## config.mk

```make
export PLATFORM = sky130hd
export DESIGN_NAME = tw_expander
export DESIGN_NICKNAME = d
export VERILOG_FILES = /design/src/rtl/tw_pkg.sv /design/src/rtl/tw_ctrl.sv /design/src/rtl/tw_datapath.sv /design/src/rtl/tw_expander.sv
export SDC_FILE = /design/constraint.sdc
export NUM_CORES = 1
export LEC_CHECK = 0
export BUFFER_PORTS_ARGS = -buffer_cell sky130_fd_sc_hd__buf_2
export CORE_MARGIN = 5
export CORE_UTILIZATION = 33
export DETAILED_ROUTE_END_ITERATION = 12
export PLACE_DENSITY = 0.52
export RECOVER_POWER = 50
export SYNTH_ARGS = -nofsm -noshare
export SYNTH_HDL_FRONTEND = slang
export SYNTH_SLANG_ARGS = --single-unit
export TNS_END_PERCENT = 50
```

## constraint.sdc

```tcl
create_clock -name clk -period 1.65 [get_ports clk]
set_input_delay 0 -clock clk [delete_from_list [all_inputs] [get_ports clk]]
set_output_delay 0 -clock clk [all_outputs]
set_load 0.05 [all_outputs]
```

## src/rtl/tw_pkg.sv

```systemverilog
package tw_pkg;
  // Strobes from the line decoder to the chains.
  typedef struct packed {
    logic shift;   // rising serial clock edge
    logic load;    // rising edge of clock AND data
    logic serBit;  // data level seen before the clock edge
  } twStrobes_t;
endpackage

```

## src/rtl/tw_ctrl.sv

```systemverilog
module tw_ctrl
  import tw_pkg::*;
(
  input  logic       clk,
  input  logic       rstN,
  input  logic       serClk,
  input  logic       serDat,
  output twStrobes_t stb
);
  // Two samples of each line: newest (S1) and the one before (S0).
  // Clock idles high, data idles low.
  logic clkS1, clkS0, datS1, datS0;

  always_ff @(posedge clk) begin
    if (!rstN) begin
      clkS1 <= 1'b1;
      clkS0 <= 1'b1;
      datS1 <= 1'b0;
      datS0 <= 1'b0;
    end else begin
      clkS1 <= serClk;
      clkS0 <= clkS1;
      datS1 <= serDat;
      datS0 <= datS1;
    end
  end

  logic clkRise, andNow, andPrev;

  always_comb begin
    clkRise    = clkS1 & ~clkS0;
    andNow     = clkS1 & datS1;
    andPrev    = clkS0 & datS0;
    stb.load   = andNow & ~andPrev;
    // A strobe edge that coincides with a clock edge counts as a strobe only.
    stb.shift  = clkRise & ~stb.load;
    stb.serBit = datS0;
  end
endmodule

```

## src/rtl/tw_datapath.sv

```systemverilog
module tw_datapath
  import tw_pkg::*;
#(
  parameter int CHAIN_LEN = 8
) (
  input  logic                 clk,
  input  logic                 rstN,
  input  twStrobes_t           stb,
  input  logic [CHAIN_LEN-1:0] inPins,
  input  logic                 outEn,
  output logic [CHAIN_LEN-1:0] outPins,
  output logic [CHAIN_LEN-1:0] outDrive,
  output logic                 inHead
);
  localparam int TOP = CHAIN_LEN - 1;

  logic [TOP:0] outChain, outLatch, inChain;

  always_ff @(posedge clk) begin
    if (!rstN) begin
      outChain <= '0;
      outLatch <= '0;
      inChain  <= '1;
    end else if (stb.load) begin
      outLatch <= outChain;
      inChain  <= inPins;
    end else if (stb.shift) begin
      outChain <= {outChain[TOP-1:0], stb.serBit};
      inChain  <= {inChain[TOP-1:0], 1'b1};
    end
  end

  always_ff @(posedge clk) begin
    if (!rstN) outDrive <= '0;
    else       outDrive <= {CHAIN_LEN{outEn}};
  end

  assign outPins = outLatch;
  assign inHead  = inChain[TOP];
endmodule

```

## src/rtl/tw_expander.sv

```systemverilog
module tw_expander
  import tw_pkg::*;
#(
  parameter int CHAIN_LEN = 8
) (
  input  logic                 clk,
  input  logic                 rstN,
  input  logic                 serClk,
  input  logic                 serDatIn,
  output logic                 serDatPullLow,
  input  logic [CHAIN_LEN-1:0] inPins,
  input  logic                 outEn,
  output logic [CHAIN_LEN-1:0] outPins,
  output logic [CHAIN_LEN-1:0] outDrive
);
  localparam bit LEN_OK = (CHAIN_LEN == 8) || (CHAIN_LEN == 16) ||
                          (CHAIN_LEN == 24) || (CHAIN_LEN == 32);

  generate
    if (!LEN_OK) begin : g_badLen
      $error("R11: CHAIN_LEN must be 8, 16, 24 or 32");
    end
  endgenerate

  twStrobes_t stb;
  logic       inHead;

  tw_ctrl u_ctrl (
    .clk    (clk),
    .rstN   (rstN),
    .serClk (serClk),
    .serDat (serDatIn),
    .stb    (stb)
  );

  tw_datapath #(.CHAIN_LEN(CHAIN_LEN)) u_dp (
    .clk      (clk),
    .rstN     (rstN),
    .stb      (stb),
    .inPins   (inPins),
    .outEn    (outEn),
    .outPins  (outPins),
    .outDrive (outDrive),
    .inHead   (inHead)
  );

  // Open-drain return: pull low for a 0 bit, only while the clock line is low.
  assign serDatPullLow = ~inHead & ~serClk;
endmodule

```

* After elaboration in Yosys (flattened, before gate mapping) *
Cells that the tools add are included.

storage, ports and cells
  flip-flop bits (word level) = 29
  input port bits = 13
  output and inout port bits = 17

cells by class
  muxes and demuxes = 2
  bitwise gates (word level) = 11
  reductions and logical operators = 2

operators by type and width
  kind                count
  $mux W8             2
  $and A1 B1 Y1       6
  $not A1 Y1          5
  $reduce_and A2 Y1   1
  $reduce_bool A2 Y1  1

* Longest topological paths before layout *
Gate-level depths: netlist of run 1.

  depth after elaboration = 7
  gate-level depth with buffers = 4
  gate-level depth less buffers = 3

* Cells and area by module *
A second synthesis of run 1 with hierarchy kept.

second synthesis, totals
  cell total of the unflattened synthesis = 122
  area total of the unflattened synthesis = 1246.2 µm²

by module, submodules not included
  module       instances  cells an instance  area an instance (µm²)  sequential area each (µm²)
  tw_datapath  1          109                1103.6                  500.5
  tw_ctrl      1          12                 138.9                   80.1
  tw_expander  1          1                  3.8                     0.0

* Worst setup path after synthesis of run 1 *
Ideal clock, no wire load.

  path type = reg-to-reg
  start point = register u_ctrl.clkS1
  end point = register u_dp.outChain[0]
  data arrival time = 0.987 ns
  path slack = 0.530 ns
  cell stages (with the launch flop) = 5
  path buffers = 1
  clock period less this slack = 1.120 ns
  cell sequence = dfxtp_1 or3b_1 buf_2 nand2_1 a21oi_1

between the ends
  longest elaborated chain between the ends = 5
  elaborated cells between the ends (all ways) = 6

ends and longest elaborated chain
  element                        line               RTL
  start: declaration             tw_ctrl.sv:12      logic clkS1, clkS0, datS1, datS0;
  start signal: assignment       tw_ctrl.sv:21      clkS1 <= serClk;
  $and A1 B1 Y1                  tw_ctrl.sv:32      andNow = clkS1 & datS1;
  $and A1 B1 Y1                  tw_ctrl.sv:34      stb.load = andNow & ~andPrev;
  $not A1 Y1                     tw_ctrl.sv:36      stb.shift = clkRise & ~stb.load;
  $and A1 B1 Y1                  tw_ctrl.sv:36
  $reduce_and A2 Y1 (no line) *  -
  end signal: assignment         tw_datapath.sv:28  outChain <= {outChain[TOP-1:0], stb.serBit};
  end: declaration               tw_datapath.sv:17  logic [TOP:0] outChain, outLatch, inChain;

Every way passes the cells marked *; elsewhere a longest branch is shown, timed or not.
A chain may end at the register's enable or synchronous reset.

* Worst setup path after layout of run 1 *
  start point = register u_ctrl.datS1
  end point = register u_dp.inChain[7]

between the ends
  longest elaborated chain between the ends = 5
  elaborated cells between the ends (all ways) = 6

ends and longest elaborated chain
  element                       line               RTL
  start: declaration            tw_ctrl.sv:12
  start signal: assignment      tw_ctrl.sv:23      datS1 <= serDat;
  $and A1 B1 Y1 *               tw_ctrl.sv:32
  $and A1 B1 Y1 *               tw_ctrl.sv:34
  $not A1 Y1                    tw_ctrl.sv:36
  $and A1 B1 Y1                 tw_ctrl.sv:36
  $reduce_bool A2 Y1 (no line)  -
  end signal: assignment        tw_datapath.sv:26  inChain <= inPins;
  end signal: assignment        tw_datapath.sv:29  inChain <= {inChain[TOP-1:0], 1'b1};
  end: declaration              tw_datapath.sv:17

Marked as above.

==> results of run 1 <==
==> sequential cells by signal, indices dropped and copies added, names as in the netlist <==
name / cells
u_dp.inChain: 8
u_dp.outPins: 8
u_ctrl.datS1: 1
u_ctrl.clkS1: 1
u_ctrl.clkS0: 1
u_dp.outChain: 8
u_dp.outDrive: 1
u_ctrl.datS0: 1
==> cells by family after synthesis <==
kind of cell / share of synthesized area [%]
and+or+nand+nor: 18.5
AOI/OAI and AO/OA: 22.3
buffers and inverters: 9.16
DFF: 50.0
==> Yosys cell counts, types with 2 or more instances <==
cell,n
and2_1,5
buf_4,7
nand2b_1,3
buf_2,4
dfxtp_1,29
o2111ai_1,2
o211ai_1,2
a221o_1,5
a21o_1,5
nand2_1,21
inv_1,3
clkbuf_1,2
nor2_1,2
o21ai_0,9
nand3_1,8
a21oi_1,16
==> critical path, delay by kind of cell, from the launching register on <==
kind,cells,cell delay [ns]
compound gates,1,0.22
flops,1,0.44
simple gates,2,0.66
==> how the worst max path moves through the flow <==
stage / startpoint / endpoint / slack (ns) / cells past startpoint
2_1_floorplan: u_ctrl.clkS1$_SDFF_PN1_ / u_dp.outChain[0]$_SDFFE_PN0P_ / 0.53 / 4
3_3_place_gp: u_ctrl.datS1$_SDFF_PN0_ / u_dp.inChain[7]$_SDFFE_PN1P_ / 0.31 / 3
3_5_place_dp: u_ctrl.clkS1$_SDFF_PN1_ / u_dp.inChain[5]$_SDFFE_PN1P_ / 0.27 / 3
4_1_cts: u_ctrl.datS1$_SDFF_PN0_ / u_dp.inChain[7]$_SDFFE_PN1P_ / 0.25 / 3
5_1_grt: u_ctrl.datS1$_SDFF_PN0_ / u_dp.inChain[7]$_SDFFE_PN1P_ / 0.10 / 3
6_report: u_ctrl.datS1$_SDFF_PN0_ / u_dp.inChain[7]$_SDFFE_PN1P_ / 0.27 / 3
==> final cells by class <==
cell class                      instances  share of cell area [%]
Clock buffer                            7                    4.38
Clock inverter                          1                   0.337
Inverter                                4                    1.01
Multi-Input combinational cell         84                    31.9
Sequential cell                        29                    39.1
Tap cell                               46                    3.88
Timing Repair Buffer                   46                    19.4
==> through the flow <==
| step | utilization (%) | total power [uW] | instances | setup slack (ns) | area (um2) |
|---|---|---|---|---|---|
| 6_report | 44.2 | 1400 | 217 | 0.270 | 1490 |
| 5_1_grt | 44.2 | 1460 | 217 | 0.101 | 1490 |
| 4_1_cts | 44.8 | 1430 | 217 | 0.250 | 1510 |
| 3_5_place_dp | 38.3 | 899 | 194 | 0.268 | 1290 |
| 3_3_place_gp | 38.3 | 898 | 194 | 0.308 | 1290 |
| 2_1_floorplan | - | 868 | 131 | 0.530 | 1160 |
==> power by group through the flow <==
stage | logic (uW) | clock network (uW) | registers [uW]
floorplan | 113 | 0 | 756
global placement | 143 | 0 | 755
detailed placement | 144 | 0 | 755
CTS | 172 | 515 | 739
global route | 182 | 534 | 743
finish | 167 | 494 | 739
==> routing by layer <==
metal	GRT usage (%)	vias up	share of wire [%]
li1	-	527	-
met1	14.8	462	49
met2	17.7	26	43
met3	5.07	7	6.4
met4	4.56	0	1.6
met5	0	-	0
==> impl_metrics.py, run 1 <==
metrics = {
    "outcome": {
        "status": "complete, no violations",
    },
    "final_layout": {
        "multiInputGateArea_um2": 474,
        "final_nets": 183,
        "ff_latch_area_um2": 581,
        "fillers": 383,
        "syn2layout_area_growth_pct": 27.9,
        "num_antenna_cells": 0,
        "final_cell_mix": "dfxtp_1, nand2_1, clkbuf_1",
        "drive_above_1_share_pct": 13.5,
        "final_common_cell": "dfxtp_1",
    },
    "global_routing": {
        "antenna_found_initial": 0,
        "grt_usage_pct": 11.8,
        "grt_pass1_wl_um": 4540,
        "grt_max_degree": 22,
        "overflow": 0,
        "grt_pass1_vias": 984,
    },
    "pwr": {
        "combPwrFrac_pct": 12.0,
        "swShare_pct": 26.1,
        "p_seq_share_pct": 52.8,
        "internal_power_uw": 1030,
        "power_density_nw_per_um2": 943,
        "p_leak_uw": 0.000566,
        "peakVddDrop_mv": 0.450,
        "p_sw_uw": 365,
        "pwr-share-clk_pct": 35.3,
    },
    "synth": {
        "synth.largest_area_cell": "dfxtp_1",
        "synthFlopType": "dfxtp_1",
        "synth.avg_cell_area_um2": 8.86,
        "synth_top_area_share_pct": 50.0,
        "synth_nets": 144,
        "synth.cell_area_um2": 1160,
        "ys_types": 24,
        "synth-edff-count": 0,
        "yosysSeqAreaShare_pct": 50.0,
        "async_reset_ff_share_pct": 0,
        "synth_warnings": 0,
        "synth.area.top_cells": "dfxtp_1, a21oi_1, nand2_1, buf_4, a221o_1",
        "synthCells": 131,
        "ys_ff_latch": 29,
    },
    "timing": {
        "skew_ns": 0.00787,
        "hold_slack_ns": 0.434,
        "maxSlewViolCount": 0,
        "relSlewSlack_pct": 59.9,
        "fin_crit_sh_pct": 83.6,
        "fmax_ghz": 0.725,
        "setup_violations": 0,
        "rsz0062_at_grt": "no",
        "layout_min_cycle_time_ns": 1.38,
        "hold_viol": 0,
        "tightest_slew_ns": 0.604,
        "fin_tns_setup_ns": 0,
    },
    "critical_path": {
        "cpMaxStageDelayCell": "dfxtp_1",
        "crit_chain": "nand2_1 > nor2_1 > a221o_1",
        "start_kind": "flip-flop",
        "worst-setup-path-type": "reg2reg",
        "worstSetupEndpointType": "flip-flop",
        "worstPathMaxFanout": 12,
        "rrSetupSlack_ns": 0.27,
        "slowest_delay_ns": 0.44,
        "rr_worst_depth": 3,
        "arrival_ns": 1.65,
        "r2r_start": "u_ctrl.datS1$_SDFF_PN0_",
        "worstPathRequired_ns": 1.92,
        "r2r_end": "u_dp.inChain[7]$_SDFFE_PN1P_",
    },
    "floorplan": {
        "initial_core_util_pct": 34.5,
        "dieWidth_um": 69.3,
        "ios": 30,
        "fp.dieH_um": 69.3,
        "core_um2": 3360,
        "row_count": 21,
        "die_area_um2": 4800,
    },
    "min_path": {
        "hp-class": "in2reg",
        "min_delay_worst_endpoint": "u_dp.inChain[1]$_SDFFE_PN1P_",
        "hold_path_depth": 3,
        "hp-start": "inPins[1]",
    },
    "clock_network": {
        "cts_max_path_buffers": 2,
        "cts_sinks": 29,
        "cts-hold-fix-buffers": 15,
        "htree_num_levels": 2,
        "numCtsBuffers": 5,
        "clock_latency_ns": 0.33,
        "cts-root-buf": "clkbuf_4",
        "cts_tree": "built",
        "post_cts_buffers": 0,
        "ctsResizeCount": 0,
        "path_clk_slew_ns": 0.09,
    },
    "run": {
        "maxCapViolations": 0,
    },
    "drt": {
        "ant_nets": 0,
        "vias": 1022,
        "wl_per_cell_um": 12.1,
        "finalWirelength_um": 2630,
        "firstDrtPassIters": 4,
        "drt_iter0_markers": 33,
        "drc": 0,
        "vias_per_cell": 4.71,
    },
    "place": {
        "routabilityCongestion": 0.776,
        "io_buffers": 29,
        "dpl.hpwl_um": 1760,
    },
}
Note: power is estimated with default switching activity, not from simulation.
==> run 2, diff against run 1 <==
==> constraint.sdc (replaced) <==
create_clock -name clk -period 1.4 [get_ports clk]
set_input_delay 0 -clock clk [delete_from_list [all_inputs] [get_ports clk]]
set_output_delay 0 -clock clk [all_outputs]
set_load 0.05 [all_outputs]
==> run 2 against run 1 <==
Utilization shrank 0.22 points. Cell area is 0.50% lower. Critical endpoint is now u_dp.inChain[6]$_SDFFE_PN1P_. Count of clock-buffer cells in the layout did not move. Wire length is 2.4% lower. Fmax rose by 8.3%. Critical path depth unchanged. Largest power group unchanged. Non-clock buffer count fell by 1.
==> impl_metrics.py, run 2 (synthesized netlist as in run 1, its figures left out) <==
metrics = {
    "floorplan": {
        "fp.dieH_um": 69.3,
        "dieWidth_um": 69.3,
        "row_count": 21,
        "initial_core_util_pct": 34.5,
        "core_um2": 3360,
        "die_area_um2": 4800,
        "ios": 30,
    },
    "drt": {
        "wl_met2_um": 1130,
        "firstDrtPassIters": 4,
        "drt_iter0_markers": 34,
        "drt-met1-wl_um": 1190,
        "wl_per_cell_um": 11.9,
        "vias_per_cell": 4.80,
        "route.met3.wl_um": 211,
        "top_layer": "met4",
        "drc": 0,
        "finalWirelength_um": 2570,
        "vias": 1037,
        "ant_nets": 0,
    },
    "critical_path": {
        "worstPathRequired_ns": 1.64,
        "r2r_start": "u_ctrl.datS1$_SDFF_PN0_",
        "worstPathMaxFanout": 10,
        "crit_chain": "and2_1 > nand2_1 > o2111ai_1",
        "arrival_ns": 1.51,
        "start_kind": "flip-flop",
        "worstSetupStartpoint": "u_ctrl.datS1$_SDFF_PN0_",
        "worst-setup-path-type": "reg2reg",
        "cpMaxStageDelayCell": "dfxtp_1",
        "slowest_delay_ns": 0.45,
        "worstSetupEndpointType": "flip-flop",
    },
    "place": {
        "io_buffers": 29,
        "dpl.hpwl_um": 1800,
        "routabilityCongestion": 0.761,
        "dp.cells": 197,
    },
    "final_layout": {
        "instances_no_fill": 216,
        "final_cell_mix": "dfxtp_1, nand2_1, a21oi_1",
        "multiInputGateArea_um2": 474,
        "fillers": 365,
        "drive_above_1_share_pct": 20.0,
        "final_common_cell": "dfxtp_1",
        "utilization_pct": 43.9,
        "ff_latch_area_um2": 581,
        "num_antenna_cells": 0,
        "syn2layout_area_growth_pct": 27.3,
        "final_nets": 182,
    },
    "global_routing": {
        "overflow": 0,
        "grt_usage_pct": 11.3,
        "grt_pass1_wl_um": 4430,
        "antenna_found_initial": 0,
        "grt_pass1_vias": 993,
        "grt_max_degree": 22,
    },
    "pwr": {
        "p_leak_uw": 0.000588,
        "power_density_nw_per_um2": 1110,
        "peakVddDrop_mv": 0.544,
        "power.total_uw": 1630,
    },
    "timing": {
        "maxSlewViolCount": 0,
        "rsz0062_at_grt": "no",
        "relSlewSlack_pct": 59.9,
        "layout_min_cycle_time_ns": 1.27,
        "hold_slack_ns": 0.0252,
        "fin_crit_sh_pct": 91.0,
        "hold_viol": 0,
        "skew_ns": 0.0112,
        "fmax_ghz": 0.785,
        "fin_tns_setup_ns": 0,
        "tightest_slew_ns": 0.604,
        "setup_violations": 0,
    },
    "min_path": {
        "hp-start": "rstN",
        "hp-class": "in2reg",
    },
    "clock_network": {
        "cts_max_path_buffers": 2,
        "cts_tree": "built",
        "cts_sinks": 29,
        "clock_latency_ns": 0.32,
        "numCtsBuffers": 5,
        "htree_num_levels": 2,
        "post_cts_buffers": 0,
        "path_clk_slew_ns": 0.09,
        "cts-root-buf": "clkbuf_4",
    },
    "outcome": {
        "status": "complete, no violations",
    },
    "run": {
        "maxCapViolations": 0,
    },
}
==> run 2: where the power goes <==
group	switching [uW]	internal, uW
clock	276	291
sequential	20.7	850
combinational	117	80.1
==> run 2: routing by layer <==
layer / global-route usage [%] / vias to the layer above
li1: - / 525
met1: 13.1 / 472
met2: 18.3 / 35
met3: 4.35 / 5
met4: 5.21 / 0
met5: 0 / -
==> run 2: final timing paths <==
| check | end | slack, ns | depth (start not counted) |
|---|---|---|---|
| setup / recovery | u_dp.inChain[6]$_SDFFE_PN1P_ | 0.13 | 3 |
| hold / removal | u_ctrl.clkS1$_SDFF_PN1_ | 0.03 | 3 |
| setup reg to reg | u_dp.inChain[6]$_SDFFE_PN1P_ | 0.13 | 3 |
| hold reg to reg | u_dp.outChain[7]$_SDFFE_PN0P_ | 0.46 | 2 |
==> run 2: area by class of cell <==
type | instances | area share [%]
repair buffers | 45 | 19.0
clock buffers | 7 | 4.40
inverters | 4 | 1.02
well taps | 46 | 3.89
clock inverters | 1 | 0.339
multi-input cells | 84 | 32.1
flip-flops and latches | 29 | 39.3
==> run 2: metrics by stage <==
stage	setup WS (ns)	area, um2
finish	0.126	1480
global route	0.0102	1480
CTS	0.120	1490
detailed placement	0.135	1310
global placement	0.183	1310
floorplan	0.280	1160
==> run 2: critical path: cells and delay by family (launching register included) <==
family           cells  cell delay, ns
AO/OA/AOI/OAI        1            0.21
flip-flops           1            0.45
AND/OR/NAND/NOR      2            0.54
==> run 2: repair_timing <==
item	4_1_cts	5_1_grt
hold buffers	11	0
resized for setup	0	0
endpoints found under the hold margin	11	0
==> run 3, diff against run 2 <==
--- a/config.mk
+++ b/config.mk
@@ -9,8 +9,9 @@
 export CORE_MARGIN = 5
 export CORE_UTILIZATION = 33
 export DETAILED_ROUTE_END_ITERATION = 12
-export PLACE_DENSITY = 0.52
+export PLACE_DENSITY_LB_ADDON = 0.08
 export RECOVER_POWER = 50
+export SKIP_CTS_REPAIR_TIMING = 1
 export SYNTH_ARGS = -nofsm -noshare
 export SYNTH_HDL_FRONTEND = slang
 export SYNTH_SLANG_ARGS = --single-unit
==> run 3 against run 2 <==
The flow now finishes with violations (negative hold slack). Combinational power hardly changed. Die area stayed put. Utilization hardly changed. Critical path depth is 1 higher. Cell area hardly changed. Global-route usage is 0.57 points higher. Non-clock buffer count is 2 higher. Sequential share of layout area hardly changed. Sequential power hardly changed. Setup slack better by 0.014 ns. Critical path type unchanged. Largest cell class unchanged. Largest power group unchanged.
==> impl_metrics.py, run 3 (synthesized netlist as in run 1, its figures left out) <==
metrics = {
    "drt": {
        "finalWirelength_um": 2720,
        "drt_iter0_markers": 41,
        "vias_per_cell": 4.78,
        "firstDrtPassIters": 4,
        "drc": 0,
        "vias": 1037,
        "wl_per_cell_um": 12.5,
        "ant_nets": 0,
    },
    "critical_path": {
        "worstPathRequired_ns": 1.62,
        "crit_chain": "nor3b_4 > buf_4 > a21o_1 > a221o_1",
        "start_kind": "flip-flop",
        "crit_buf_inv": 1,
        "arrival_ns": 1.48,
        "worstSetupEndpointType": "flip-flop",
        "cpMaxStageDelayCell": "dfxtp_1",
        "worstPathMaxFanout": 8,
        "worst-setup-path-type": "reg2reg",
        "path_delay_family": "compound AO/OA/AOI/OAI gates",
        "slowest_delay_ns": 0.37,
    },
    "floorplan": {
        "row_count": 21,
        "fp.dieH_um": 69.3,
        "dieWidth_um": 69.3,
        "core_um2": 3360,
        "die_area_um2": 4800,
        "initial_core_util_pct": 34.5,
        "ios": 30,
    },
    "place": {
        "io_buffers": 29,
        "dpl.hpwl_um": 1870,
        "routabilityCongestion": 0.787,
        "dp.cells": 196,
    },
    "clock_network": {
        "numCtsBuffers": 5,
        "path_clk_slew_ns": 0.09,
        "cts-root-buf": "clkbuf_4",
        "clock_latency_ns": 0.33,
        "cts_sinks": 29,
        "htree_num_levels": 2,
        "cts_max_path_buffers": 2,
        "cts_tree": "built",
    },
    "timing": {
        "fin_tns_setup_ns": 0,
        "fin_crit_sh_pct": 90.0,
        "fmax_ghz": 0.794,
        "setup_violations": 0,
        "hold_slack_ns": -0.0103,
        "tightest_slew_ns": 0.607,
        "skew_ns": 0.00735,
        "relSlewSlack_pct": 59.7,
        "maxSlewViolCount": 0,
        "rsz0062_at_grt": "no",
        "hold_viol": 1,
        "layout_min_cycle_time_ns": 1.26,
    },
    "final_layout": {
        "num_antenna_cells": 0,
        "final_common_cell": "dfxtp_1",
        "utilization_pct": 44.0,
        "instances_no_fill": 217,
        "syn2layout_area_growth_pct": 27.4,
        "drive_above_1_share_pct": 19.9,
        "final_nets": 184,
        "final_cell_mix": "dfxtp_1, nand2_1, a21oi_1",
    },
    "pwr": {
        "power.total_uw": 1590,
        "internal_power_uw": 1170,
        "combPwrFrac_pct": 12.5,
        "p_sw_uw": 421,
        "peakVddDrop_mv": 0.502,
        "p_leak_uw": 0.000588,
        "swShare_pct": 26.5,
        "power_density_nw_per_um2": 1070,
        "pwr-share-clk_pct": 32.7,
        "p_seq_share_pct": 54.8,
    },
    "min_path": {
        "hp-class": "in2reg",
    },
    "global_routing": {
        "overflow": 0,
        "grt_pass1_wl_um": 4510,
        "grt_max_degree": 22,
        "antenna_found_initial": 0,
        "grt_usage_pct": 11.9,
        "grt_pass1_vias": 946,
    },
    "outcome": {
        "failed_checks": "negative hold slack",
        "status": "finished, violations left",
    },
    "run": {
        "maxCapViolations": 0,
    },
}
run 3: metrics by stage:
step | cell area, um2 | setup WS (ns)
6_report | 1480 | 0.141
2_1_floorplan | 1160 | 0.280
3_3_place_gp | 1300 | 0.174
5_1_grt | 1480 | 0.0109
4_1_cts | 1360 | 0.115
3_5_place_dp | 1300 | 0.143
run 3: area by class of cell:
cell class / instances / area [um2]
sequential: 29 / 581
clock buffer: 7 / 55.1
tap: 46 / 57.6
inverter: 4 / 15.0
timing repair buffer: 47 / 297
fill: 342 / 1880
multi-input combinational: 84 / 474
run 3: path summary, 6_finish.rpt:
| path | from | slack, ns | to | cells past startpoint |
|---|---|---|---|---|
| max | u_ctrl.clkS1$_SDFF_PN1_ | 0.14 | u_dp.inChain[7]$_SDFFE_PN1P_ | 4 |
| min | inPins[6] | -0.01 | u_dp.inChain[6]$_SDFFE_PN1P_ | 3 |
| max reg2reg | u_ctrl.clkS1$_SDFF_PN1_ | 0.14 | u_dp.inChain[7]$_SDFFE_PN1P_ | 4 |
| min reg2reg | u_dp.outChain[7]$_SDFFE_PN0P_ | 0.46 | u_dp.outChain[7]$_SDFFE_PN0P_ | 2 |
run 3: routing by layer:
metal,share of wire (%),track usage [%]
met5,0,0
met4,2.7,7.81
met3,5.6,4.20
met2,42,15.6
met1,49,16.1
run 3: worst min-delay path: cells and delay by family:
kind | cells | cell delay (ns)
AOI/OAI and AO/OA | 1 | 0.12
buffers and inverters | 2 | 0.15
run 3: power groups by stage:
stage          clock network, uW  registers (uW)  logic, uW
5_1_grt                      563             876        218
3_3_place_gp                   0             890        173
6_report                     520             871        198
2_1_floorplan                  0             891        133
4_1_cts                      534             871        174
3_5_place_dp                   0             891        173
